==> config.mk <==
export PLATFORM = sky130hd
export DESIGN_NAME = dma_term_irq_stat
export DESIGN_NICKNAME = d
export VERILOG_FILES = /design/src/rtl/dma_irq_pkg.sv /design/src/rtl/dma_term_classifier.sv /design/src/rtl/dma_w1c_bank.sv /design/src/rtl/dma_irq_enable_reg.sv /design/src/rtl/dma_term_irq_stat.sv
export SDC_FILE = /design/constraint.sdc
export NUM_CORES = 1
export LEC_CHECK = 0
export CORE_MARGIN = 3
export CORE_UTILIZATION = 28
export DETAILED_ROUTE_END_ITERATION = 10
export PLACE_DENSITY = 0.77
export REMOVE_ABC_BUFFERS = 1
export SLEW_MARGIN = 30
export SYNTH_ARGS = -nofsm -noshare
export SYNTH_HDL_FRONTEND = slang
export SYNTH_HIERARCHICAL = 1
export SYNTH_SLANG_ARGS = --single-unit
==> constraint.sdc <==
create_clock -name clk -period 0.95 [get_ports clk]
set_input_delay 0.095 -clock clk [delete_from_list [all_inputs] [get_ports clk]]
set_output_delay 0.095 -clock clk [all_outputs]
set_load 0.005 [all_outputs]
==> src/rtl/dma_irq_pkg.sv <==
package dma_irq_pkg;

    localparam int REG_W    = 16;
    localparam int NFLAG    = 3;

    // bit positions software decodes
    localparam int STOP_BIT = 12;
    localparam int EOT_BIT  = 10;
    localparam int CMPL_BIT = 8;

    // index of each flag inside the internal flag vector
    localparam int IDX_CMPL = 0;
    localparam int IDX_EOT  = 1;
    localparam int IDX_STOP = 2;

    typedef logic [NFLAG-1:0] flag_vec_t;

    typedef struct packed {
        logic stop;
        logic short_pkt;
        logic cnt_zero;
        logic strobe;
    } dma_evt_t;

    typedef enum logic [1:0] {
        TERM_NONE,
        TERM_PREMATURE,
        TERM_SHORT_DONE,
        TERM_FULL_DONE
    } term_kind_e;

    function automatic term_kind_e classify(input dma_evt_t e);
        term_kind_e k;
        if (!e.strobe)
            k = TERM_NONE;
        else if (e.short_pkt && !e.cnt_zero)
            k = TERM_PREMATURE;
        else if (e.short_pkt && e.cnt_zero)
            k = TERM_SHORT_DONE;
        else if (e.cnt_zero)
            k = TERM_FULL_DONE;
        else
            k = TERM_NONE;
        return k;
    endfunction

    function automatic int flag_pos(input int idx);
        int p;
        case (idx)
            IDX_CMPL: p = CMPL_BIT;
            IDX_EOT:  p = EOT_BIT;
            default:  p = STOP_BIT;
        endcase
        return p;
    endfunction

    function automatic logic [REG_W-1:0] pack_flags(input flag_vec_t f);
        logic [REG_W-1:0] w;
        w = '0;
        for (int i = 0; i < NFLAG; i++)
            w[flag_pos(i)] = f[i];
        return w;
    endfunction

    function automatic flag_vec_t unpack_flags(input logic [REG_W-1:0] w);
        flag_vec_t f;
        for (int i = 0; i < NFLAG; i++)
            f[i] = w[flag_pos(i)];
        return f;
    endfunction

endpackage

==> src/rtl/dma_term_classifier.sv <==
module dma_term_classifier
    import dma_irq_pkg::*;
(
    input  dma_evt_t  evt_i,
    output flag_vec_t set_o
);
    term_kind_e kind;

    always_comb begin
        kind = classify(evt_i);
        set_o = '0;
        set_o[IDX_STOP] = evt_i.stop;
        unique case (kind)
            TERM_PREMATURE: set_o[IDX_EOT] = 1'b1;
            TERM_SHORT_DONE: begin
                set_o[IDX_EOT]  = 1'b1;
                set_o[IDX_CMPL] = 1'b1;
            end
            TERM_FULL_DONE: set_o[IDX_CMPL] = 1'b1;
            default: ;
        endcase
    end
endmodule

==> src/rtl/dma_w1c_bank.sv <==
module dma_w1c_bank #(
    parameter int N = 3
) (
    input  logic         clk,
    input  logic         rst,
    input  logic         clr_all_i,
    input  logic [N-1:0] set_i,
    input  logic [N-1:0] clr_i,
    output logic [N-1:0] q_o
);
    for (genvar i = 0; i < N; i++) begin : g_flag
        always_ff @(posedge clk) begin
            if (rst || clr_all_i)
                q_o[i] <= 1'b0;
            else if (set_i[i])
                q_o[i] <= 1'b1;     // set has priority over clear
            else if (clr_i[i])
                q_o[i] <= 1'b0;
        end
    end
endmodule

==> src/rtl/dma_irq_enable_reg.sv <==
module dma_irq_enable_reg #(
    parameter int N = 3
) (
    input  logic         clk,
    input  logic         rst,
    input  logic         clr_all_i,
    input  logic         wr_i,
    input  logic [N-1:0] wdata_i,
    output logic [N-1:0] q_o
);
    always_ff @(posedge clk) begin
        if (rst || clr_all_i)
            q_o <= '0;
        else if (wr_i)
            q_o <= wdata_i;
    end
endmodule

==> src/rtl/dma_term_irq_stat.sv <==
module dma_term_irq_stat
    import dma_irq_pkg::*;
(
    input  logic             clk,
    input  logic             rst,
    input  logic             bus_rst_i,
    input  logic             stop_cmd_i,
    input  logic             short_pkt_i,
    input  logic             cnt_zero_i,
    input  logic             cmd_done_i,
    input  logic             wr_en_i,
    input  logic             reg_sel_i,
    input  logic [REG_W-1:0] wr_data_i,
    output logic [REG_W-1:0] rd_data_o,
    output logic             irq_o
);
    dma_evt_t  evt;
    flag_vec_t set_vec;
    flag_vec_t clr_vec;
    flag_vec_t wr_flags;
    flag_vec_t stat_q;
    flag_vec_t en_q;

    always_comb begin
        evt.stop      = stop_cmd_i;
        evt.short_pkt = short_pkt_i;
        evt.cnt_zero  = cnt_zero_i;
        evt.strobe    = cmd_done_i;
        wr_flags      = unpack_flags(wr_data_i);
        clr_vec       = wr_flags & {NFLAG{wr_en_i && !reg_sel_i}};
    end

    dma_term_classifier u_cls (
        .evt_i (evt),
        .set_o (set_vec)
    );

    dma_w1c_bank #(.N(NFLAG)) u_stat (
        .clk       (clk),
        .rst       (rst),
        .clr_all_i (bus_rst_i),
        .set_i     (set_vec),
        .clr_i     (clr_vec),
        .q_o       (stat_q)
    );

    dma_irq_enable_reg #(.N(NFLAG)) u_en (
        .clk       (clk),
        .rst       (rst),
        .clr_all_i (bus_rst_i),
        .wr_i      (wr_en_i && reg_sel_i),
        .wdata_i   (wr_flags),
        .q_o       (en_q)
    );

    always_comb begin
        rd_data_o = pack_flags(reg_sel_i ? en_q : stat_q);
        irq_o     = |(stat_q & en_q);
    end
endmodule

## After elaboration in Yosys (flattened, before gate mapping)

Index checks and enable logic that the tools add are counted.

| cells by class | value |
|---|---|
| magnitude comparators | 0 |
| divide/modulo/power cells | 0 |
| reductions and logical operators | 13 |
| bitwise logic cells | 2 |
| add/subtract/negate cells | 0 |
| shifts and indexed selects | 0 |
| equal/unequal tests | 3 |
| multiply operators | 0 |
| mux-type cells | 13 |

Operators with widths:

| cell | number |
|---|---|
| $mux 1 | 8 |
| $mux 2 | 4 |
| $and 3x3->3 | 2 |
| $reduce_bool 2->1 | 3 |
| $eq 2x2->1 const B | 2 |
| $logic_and 1x1->1 | 4 |
| $reduce_or 2->1 | 2 |
| $mux 3 | 1 |
| $reduce_or 3->1 | 1 |
| $eq 2x1->1 const B | 1 |
| $logic_not 1->1 | 2 |
| $logic_or 1x1->1 | 1 |

| storage, ports and cells | value |
|---|---|
| bits in writable memories | 0 |
| ROM bits | 0 |
| memories kept | 0 |
| bits in latches | 0 |
| bits of input ports | 25 |
| word-level logic and storage cells | 35 |
| flip-flop bits (word level) | 6 |

## Depth between registers and ports, before layout

Gate-level depths: netlist (run 1).

| depth | value |
|---|---|
| depth after elaboration | 8 |
| gate-level depth with buffers | 4 |
| mapped depth without buffers | 4 |

## By module

The synthesis (run 1) kept the hierarchy.

Modules (own cells, without submodules):

| module | instances | sequential area each (um2) | area an instance (um2) | cells each |
|---|---|---|---|---|
| dma_term_irq_stat | 1 | 0.0 | 180.2 | 24 |
| dma_w1c_bank | 1 | 60.1 | 125.1 | 13 |
| dma_irq_enable_reg | 1 | 60.1 | 105.1 | 9 |
| dma_term_classifier | 1 | 0.0 | 20.0 | 3 |

## Worst setup path before layout (run 1)

Ideal clock, no wire load.

| path | value |
|---|---|
| kind | flip-flop to output port |
| start point | register u_en.q_o[1] |
| end point | output irq_o |
| buffers on the path | 0 |
| setup slack | 0.174 ns |
| data arrival time | 0.681 ns |
| stages on the path, launching flop included | 3 |
| cells stage by stage | dfxtp_1 -> a222oi_1 -> inv_1 |

| between the ends | value |
|---|---|
| word-level cells in the longest chain between the ends | 2 |

RTL lines:

| what | line | RTL |
|---|---|---|
| from (decl) | dma_irq_enable_reg.sv:9 | `output logic [N-1:0] q_o` |
| from (signal assigned) | dma_irq_enable_reg.sv:15 | `q_o <= wdata_i;` |
| $and 3x3->3 | dma_term_irq_stat.sv:58 | `irq_o = \|(stat_q & en_q);` |
| $reduce_or 3->1 | dma_term_irq_stat.sv:58 |  |
| to (decl) | dma_term_irq_stat.sv:15 | `output logic irq_o` |

Every way passes these cells.

## Worst setup path in the final report (run 1)

Same ends and word-level chain as after synthesis.

==> summary.md, run 1 <==
| Metric | Value |
|---|---|
| Avg Inst Size Synth | 8.784 um^2 |
| Setup violators final | 5 |
| Worst setup margin | -0.2321 ns |
| Drt via density | 4.129 |
| CP arrival | 1.09 ns |
| Clock Tree Root | clkbuf_4 |
| Worst setup path class | flop to primary output |
| Top-level I/O count | 42 |
| Wirelength per Cell | 11.09 um |
| Fin. Hold Viols | 0 |
| CP Capture Type | primary output |
| Setup crit start kind | flop |
| Worst-path clk slew | 0.04 ns |
| Failing checks | setup timing |
| Max-Cap Viols | 0 |
| Initial Util | 0.3150 |
| Post-DRT Antenna Nets | 0 |
| Post-layout minimum cycle time | 1.182 ns |
| Synth Cell Area | 430.4 um^2 |
| Area of the die | 2043 um^2 |
| Setup WS pre-CTS | -0.6045 ns |
| Ant. Diodes | 0 |
| CTS Buf Count | 3 |
| First-pass GRT wire length | 1345 um |
| DR iter-0 viols | 5 |
| I/O Buffers | 15 |
| Worst vdd ir | 0.5435 mV |
| # rows | 13 |
| Worst-Skew Late Latency | 0.23 ns |
| Clock Skews | 0 ns |
| Htree depth | 1 |
| Total number of vias | 351 |
| Global route overflow | 0 |
| Share of cells above drive strength 1 | 0.3857 |
| Pwr Total | 638.1 uW |
| Fin cells | 85 |
| Max clock buf depth | 2 |
| Worst hold slack | 0.4075 ns |
| RSZ-0062 raised after global routing | yes |
| 1st-pass router iterations | 4 |
| Die Y | 45.21 um |
| Chip width | 45.21 um |
| GRT Util Overall | 0.09675 |
| Synth Instances | 49 |
| Yosys warning count | 6 |
| CTS tree | built |
| Cell area power density | 1024 nW/um^2 |
| Core area | 1366 um^2 |
| Antenna violations before repair | 0 |
| Placed insts | 80 |
| Leakage | 0.0002899 uW |
| Hold Crit Class | input port to flop |
| Tcrit/Tclk final | 1.244 |
| Placed wire-length estimate | 713.5 um |
| Max Fclk | 846.0 MHz |
| Post-route DRC | 0 |
| Sink Count | 6 |
| Outcome | finished with violations |
| Final #Nets | 97 |
| Sequential fraction of the synthesis area | 0.2791 |
| Area growth, synth to finish | 44.77% |
| #FFs+latches synth | 6 |
| Peak fanout along the critical path | 3 |
| Largest net degree at the start of global routing | 5 |
| Routed WL | 943 um |
| CP required | 0.85 ns |
| Post-synth cell types | 13 |
| Gp weighted congestion | 0.7334 |
| Final slew viol count | 0 |
| Flop-to-flop setup slack | 0.32 ns |
| Vias in the first global route | 315 |
## critical path: stages, from the launching register on
cell	delay (ns)
dfxtp_2	0.32
a222oi_1	0.34
inv_1	0.06
buf_2	0.13
## logic make-up after synthesis
| group | Yosys count | synth area share |
|---|---|---|
| mux | 6 | 0.1483 |
| simple gates | 14 | 0.2006 |
| flops | 6 | 0.2791 |
| buf+inv | 18 | 0.2791 |
| compound gates | 4 | 0.08431 |
| other cells | 1 | 0.008713 |
## flip-flops by register name, indices dropped and copies added, names as in the netlist
| signal | count |
|---|---|
| u_en/q_o | 3 |
| u_stat/q_o | 3 |
## power by group
part           switching (uW)  total (uW)  internal [uW]
Combinational            53.9         142           88.2
Sequential               8.09         270            262
Clock                    83.3         226            142
## repair_timing
action / 4_1_cts / 5_1_grt
gates resized for setup: 24 / 7
setup endpoints to repair: 10 / 9
pin swaps: 1 / 1
buffers inserted: 1 / 1
hold buffers: 0 / 0
## worst paths after layout
kind,startpoint,to,cells past startpoint
setup / recovery,u_en/q_o[1]$_SDFFE_PP0P_,irq_o,3
hold / removal,stop_cmd_i,u_stat/q_o[2]$_SDFFE_PP0P_,3
setup reg to reg,u_en/q_o[2]$_SDFFE_PP0P_,u_en/q_o[2]$_SDFFE_PP0P_,2
hold reg to reg,u_stat/q_o[2]$_SDFFE_PP0P_,u_stat/q_o[2]$_SDFFE_PP0P_,2
## Yosys cell counts (all sizes together)
| cell | count | area share |
|---|---|---|
| a21oi | 3 | 0.061 |
| conb | 1 | 0.0087 |
| nor2b | 1 | 0.015 |
| inv | 4 | 0.035 |
| dfxtp | 6 | 0.28 |
| or2 | 1 | 0.020 |
| nor3 | 3 | 0.035 |
| nand2b | 3 | 0.044 |
| mux2 | 3 | 0.078 |
| mux2i | 3 | 0.070 |
| buf | 14 | 0.24 |
| and2 | 6 | 0.087 |
| a222oi | 1 | 0.023 |
## stage by stage
step | area, um^2 | setup TNS, ns | util
finish | 623.1 | -0.6755 | 0.4560
CTS | 601.8 | -0.7826 | 0.4405
detailed placement | 561.8 | -4.428 | 0.4112
floorplan | 370.4 | 0 | -
global route | 623.1 | -0.9605 | 0.4560
global placement | 561.8 | -4.183 | 0.4112
## final cells by class
cell class,count,area (um^2)
clock buffer,3,22.52
inverter,4,15.01
multi-input combinational,37,255.2
timing repair buffer,20,183.9
tap,15,18.77
fill,135,743.2
sequential,6,127.6
## layer usage
layer	wire (um)	vias to the layer above	GRT usage
met3	91	0	0.04781
met2	540	18	0.1751
met5	0	-	0
met4	0	0	0.03509
li1	-	176	-
met1	311	157	0.09308
## layout by cell type, fill, tap and decap left out, types with 2 or more instances in the layout
master / instances
conb_1: 13
nor3_1: 3
inv_1: 4
clkbuf_4: 3
clkdlybuf4s50_1: 10
mux2_4: 2
mux2i_1: 3
buf_6: 3
a21oi_2: 3
dfxtp_2: 6
nand2b_1: 2
and2_1: 5
buf_4: 4
(Power assumes the default switching activity.)
==> inputs of run 2 (changes only) <==
--- a/config.mk
+++ b/config.mk
@@ -8,6 +8,7 @@
 export CORE_MARGIN = 3
 export CORE_UTILIZATION = 28
 export DETAILED_ROUTE_END_ITERATION = 10
+export GPL_TIMING_DRIVEN = 1
 export PLACE_DENSITY = 0.77
 export REMOVE_ABC_BUFFERS = 1
 export SLEW_MARGIN = 30
==> constraint.sdc (replaced) <==
create_clock -name clk -period 1.2 [get_ports clk]
set_input_delay 0.12 -clock clk [delete_from_list [all_inputs] [get_ports clk]]
set_output_delay 0.12 -clock clk [all_outputs]
set_load 0.005 [all_outputs]
==> summary.md, run 2 (synthesis gave the netlist of run 1 again) <==
| Metric | Value |
|---|---|
| Cts-stage hold buffer count | 0 (unchanged) |
| Outcome | finished with violations |
| Routed WL | 893 um (-5.3%) |
| Post-CTS Setup Inserts | 0 (-1) |
| Storage cell area | 125.1 um^2 (-2.0%) |
| Chip width | 45.21 um (unchanged) |
| Multi-input logic area | 235.2 um^2 (-7.8%) |
| Share of cells above drive strength 1 | 0.2424 (-0.1433) |
| First-pass GRT wire length | 1442 um (+7.2%) |
| CP Capture Type | primary output |
| Worst-path clk slew | 0.04 ns (about the same) |
| Largest regs | u_en/q_o (3), u_stat/q_o (3) |
| Post-layout minimum cycle time | 1.219 ns |
| Depth of the worst register-to-register path | 2 (unchanged) |
| Max clock buf depth | 2 (unchanged) |
| Total number of vias | 341 (-2.8%) |
| Ant. Diodes | 0 (unchanged) |
| Clock Tree Root | clkbuf_4 |
| R2r endpoint | u_stat/q_o[2]$_SDFFE_PP0P_ |
| Core area | 1366 um^2 (unchanged) |
| Wirelength per Cell | 11.02 um (-0.63%) |
| Leakage | 0.0002588 uW (-11%) |
| Area of the die | 2043 um^2 (unchanged) |
| Peak fanout along the critical path | 3 (unchanged) |
| Commonest cells after routing, fill and taps aside | 13 x conb_1, 10 x clkdlybuf4s50_1, 6 x and2_1 |
| Sink Count | 6 (unchanged) |
| GRT Util Overall | 0.1091 (+0.01237) |
| CP arrival | 1.10 ns (about the same) |
| Worst setup path class | flop to primary output |
| Antenna violations before repair | 0 (unchanged) |
| Setup WS pre-CTS | -0.4323 ns (+0.1722 ns) |
| Crit path capture | irq_o |
| RSZ-0062 raised after global routing | yes |
| # fillers | 152 (+13%) |
| Die Y | 45.21 um (unchanged) |
| Launch point of the worst reg-to-reg path | u_stat/q_o[2]$_SDFFE_PP0P_ |
| Setup violators final | 1 (-4) |
| Gp weighted congestion | 0.7854 (+7.1%) |
| Worst-Skew Late Latency | 0.24 ns (about the same) |
| CTS tree | built |
| Top-level I/O count | 42 (unchanged) |
| Pwr Total | 489.8 uW (-23%) |
| Global route overflow | 0 (unchanged) |
| DP Area | 546.8 um^2 (-2.7%) |
| Failing checks | setup timing |
| Worst setup margin | -0.01950 ns (+0.2126 ns) |
| Max Fclk | 820.0 MHz |
| Vias in the first global route | 336 (+6.7%) |
| Most common cell after layout, fill and taps aside | conb_1 |
| Setup crit start kind | flop |
| CP required | 1.08 ns (+0.23 ns) |
| Area growth, synth to finish | 28.49% |
| CTS Buf Count | 3 (unchanged) |
| I/O Buffers | 15 (unchanged) |
| Worst hold slack | 0.4403 ns (+0.03278 ns) |
| Fin cells | 81 (-4.7%) |
| Final Cell Area | 553.0 um^2 (-11%) |
| Flop-to-flop setup slack | 0.57 ns (+0.25 ns) |
| Initial Util | 0.3150 (unchanged) |
| Clock Skews | 0 ns (unchanged) |
| # rows | 13 (unchanged) |
| Worst vdd ir | 0.4896 mV (-9.9%) |
| Post-route DRC | 0 (unchanged) |
| Placed insts | 78 (-2.5%) |
| Final slew viol count | 0 (unchanged) |
| 1st-pass router iterations | 4 (unchanged) |
| Fin. Hold Viols | 0 (unchanged) |
| Max-Cap Viols | 0 (unchanged) |
| Tcrit/Tclk final | 1.016 |
| DR iter-0 viols | 3 (-2) |
| Htree depth | 1 (unchanged) |
| Crit. Startpoint | u_stat/q_o[1]$_SDFFE_PP0P_ |
| Hold Crit Class | input port to flop |
| Post-DRT Antenna Nets | 0 (unchanged) |
| Largest net degree at the start of global routing | 5 (unchanged) |
| Drt via density | 4.210 (+1.9%) |
| Cell area power density | 885.6 nW/um^2 (-14%) |
| Final #Nets | 93 (-4.1%) |
-- run 2: changes by cell type in the layout (fill, tap and decap cells not counted), sizes merged --
cell	before	now
buf	8	4
dlygate4sd2	0	1
clkdlybuf4s15	1	0
-- run 2: worst min-delay path by stage --
stage	cells after the start	end	slack (ns)	start
2_1_floorplan	1	u_en/q_o[0]$_SDFFE_PP0P_	0.20	rst
3_3_place_gp	2	u_stat/q_o[2]$_SDFFE_PP0P_	0.49	u_stat/q_o[2]$_SDFFE_PP0P_
3_5_place_dp	2	u_stat/q_o[0]$_SDFFE_PP0P_	0.50	u_stat/q_o[0]$_SDFFE_PP0P_
4_1_cts	3	u_stat/q_o[2]$_SDFFE_PP0P_	0.43	stop_cmd_i
5_1_grt	3	u_stat/q_o[2]$_SDFFE_PP0P_	0.45	stop_cmd_i
6_report	3	u_stat/q_o[2]$_SDFFE_PP0P_	0.44	stop_cmd_i
-- run 2: final cells by class --
class	instances	share of cell area
multi-input combinational	37	0.4253
timing repair buffer	16	0.2466
sequential	6	0.2262
clock buffer	3	0.04072
tap	15	0.03394
inverter	4	0.02715
-- run 2: stage by stage --
stage	TNS, ns	util
global placement	-2.026	0.4002
detailed placement	-2.471	0.4002
global route	-0.1154	0.4048
floorplan	0	-
CTS	-0.04097	0.4075
finish	-0.01950	0.4048
-- run 2: routing by layer --
layer	routed length [um]	up-vias	track usage	part of all wire
li1	-	166	-	-
met1	315	150	0.1007	0.35
met2	466	21	0.1751	0.52
met3	89	4	0.05976	0.10
met4	21	0	0.08772	0.024
met5	0	-	0	0
-- run 2: critical path: stages, from the launching register on --
cell and delay, ns:
dfxtp_2 0.32, a222oi_1 0.34, inv_1 0.07, buf_2 0.13
-- run 2: what timing repair did --
| item | 4_1_cts | 5_1_grt |
|---|---|---|
| resized for setup | 18 | 2 |
| pin swaps | 1 | 0 |
| endpoints found under the setup margin | 4 | 2 |
| cloned | 0 | 0 |
-- run 2: power breakdown --
group | switching, uW | internal (uW)
Clock | 71.5 | 113
Sequential | 5.08 | 207
Combinational | 38.7 | 54.4
Total | 115 | 374
==> inputs of run 3 (changes only) <==
--- a/config.mk
+++ b/config.mk
@@ -5,6 +5,7 @@
 export SDC_FILE = /design/constraint.sdc
 export NUM_CORES = 1
 export LEC_CHECK = 0
+export ABC_CLOCK_PERIOD_IN_PS = 1200
 export CORE_MARGIN = 3
 export CORE_UTILIZATION = 28
 export DETAILED_ROUTE_END_ITERATION = 10
==> results of run 3 <==
Same layout as run 2: the final DEF is identical, and so are final timing and power.
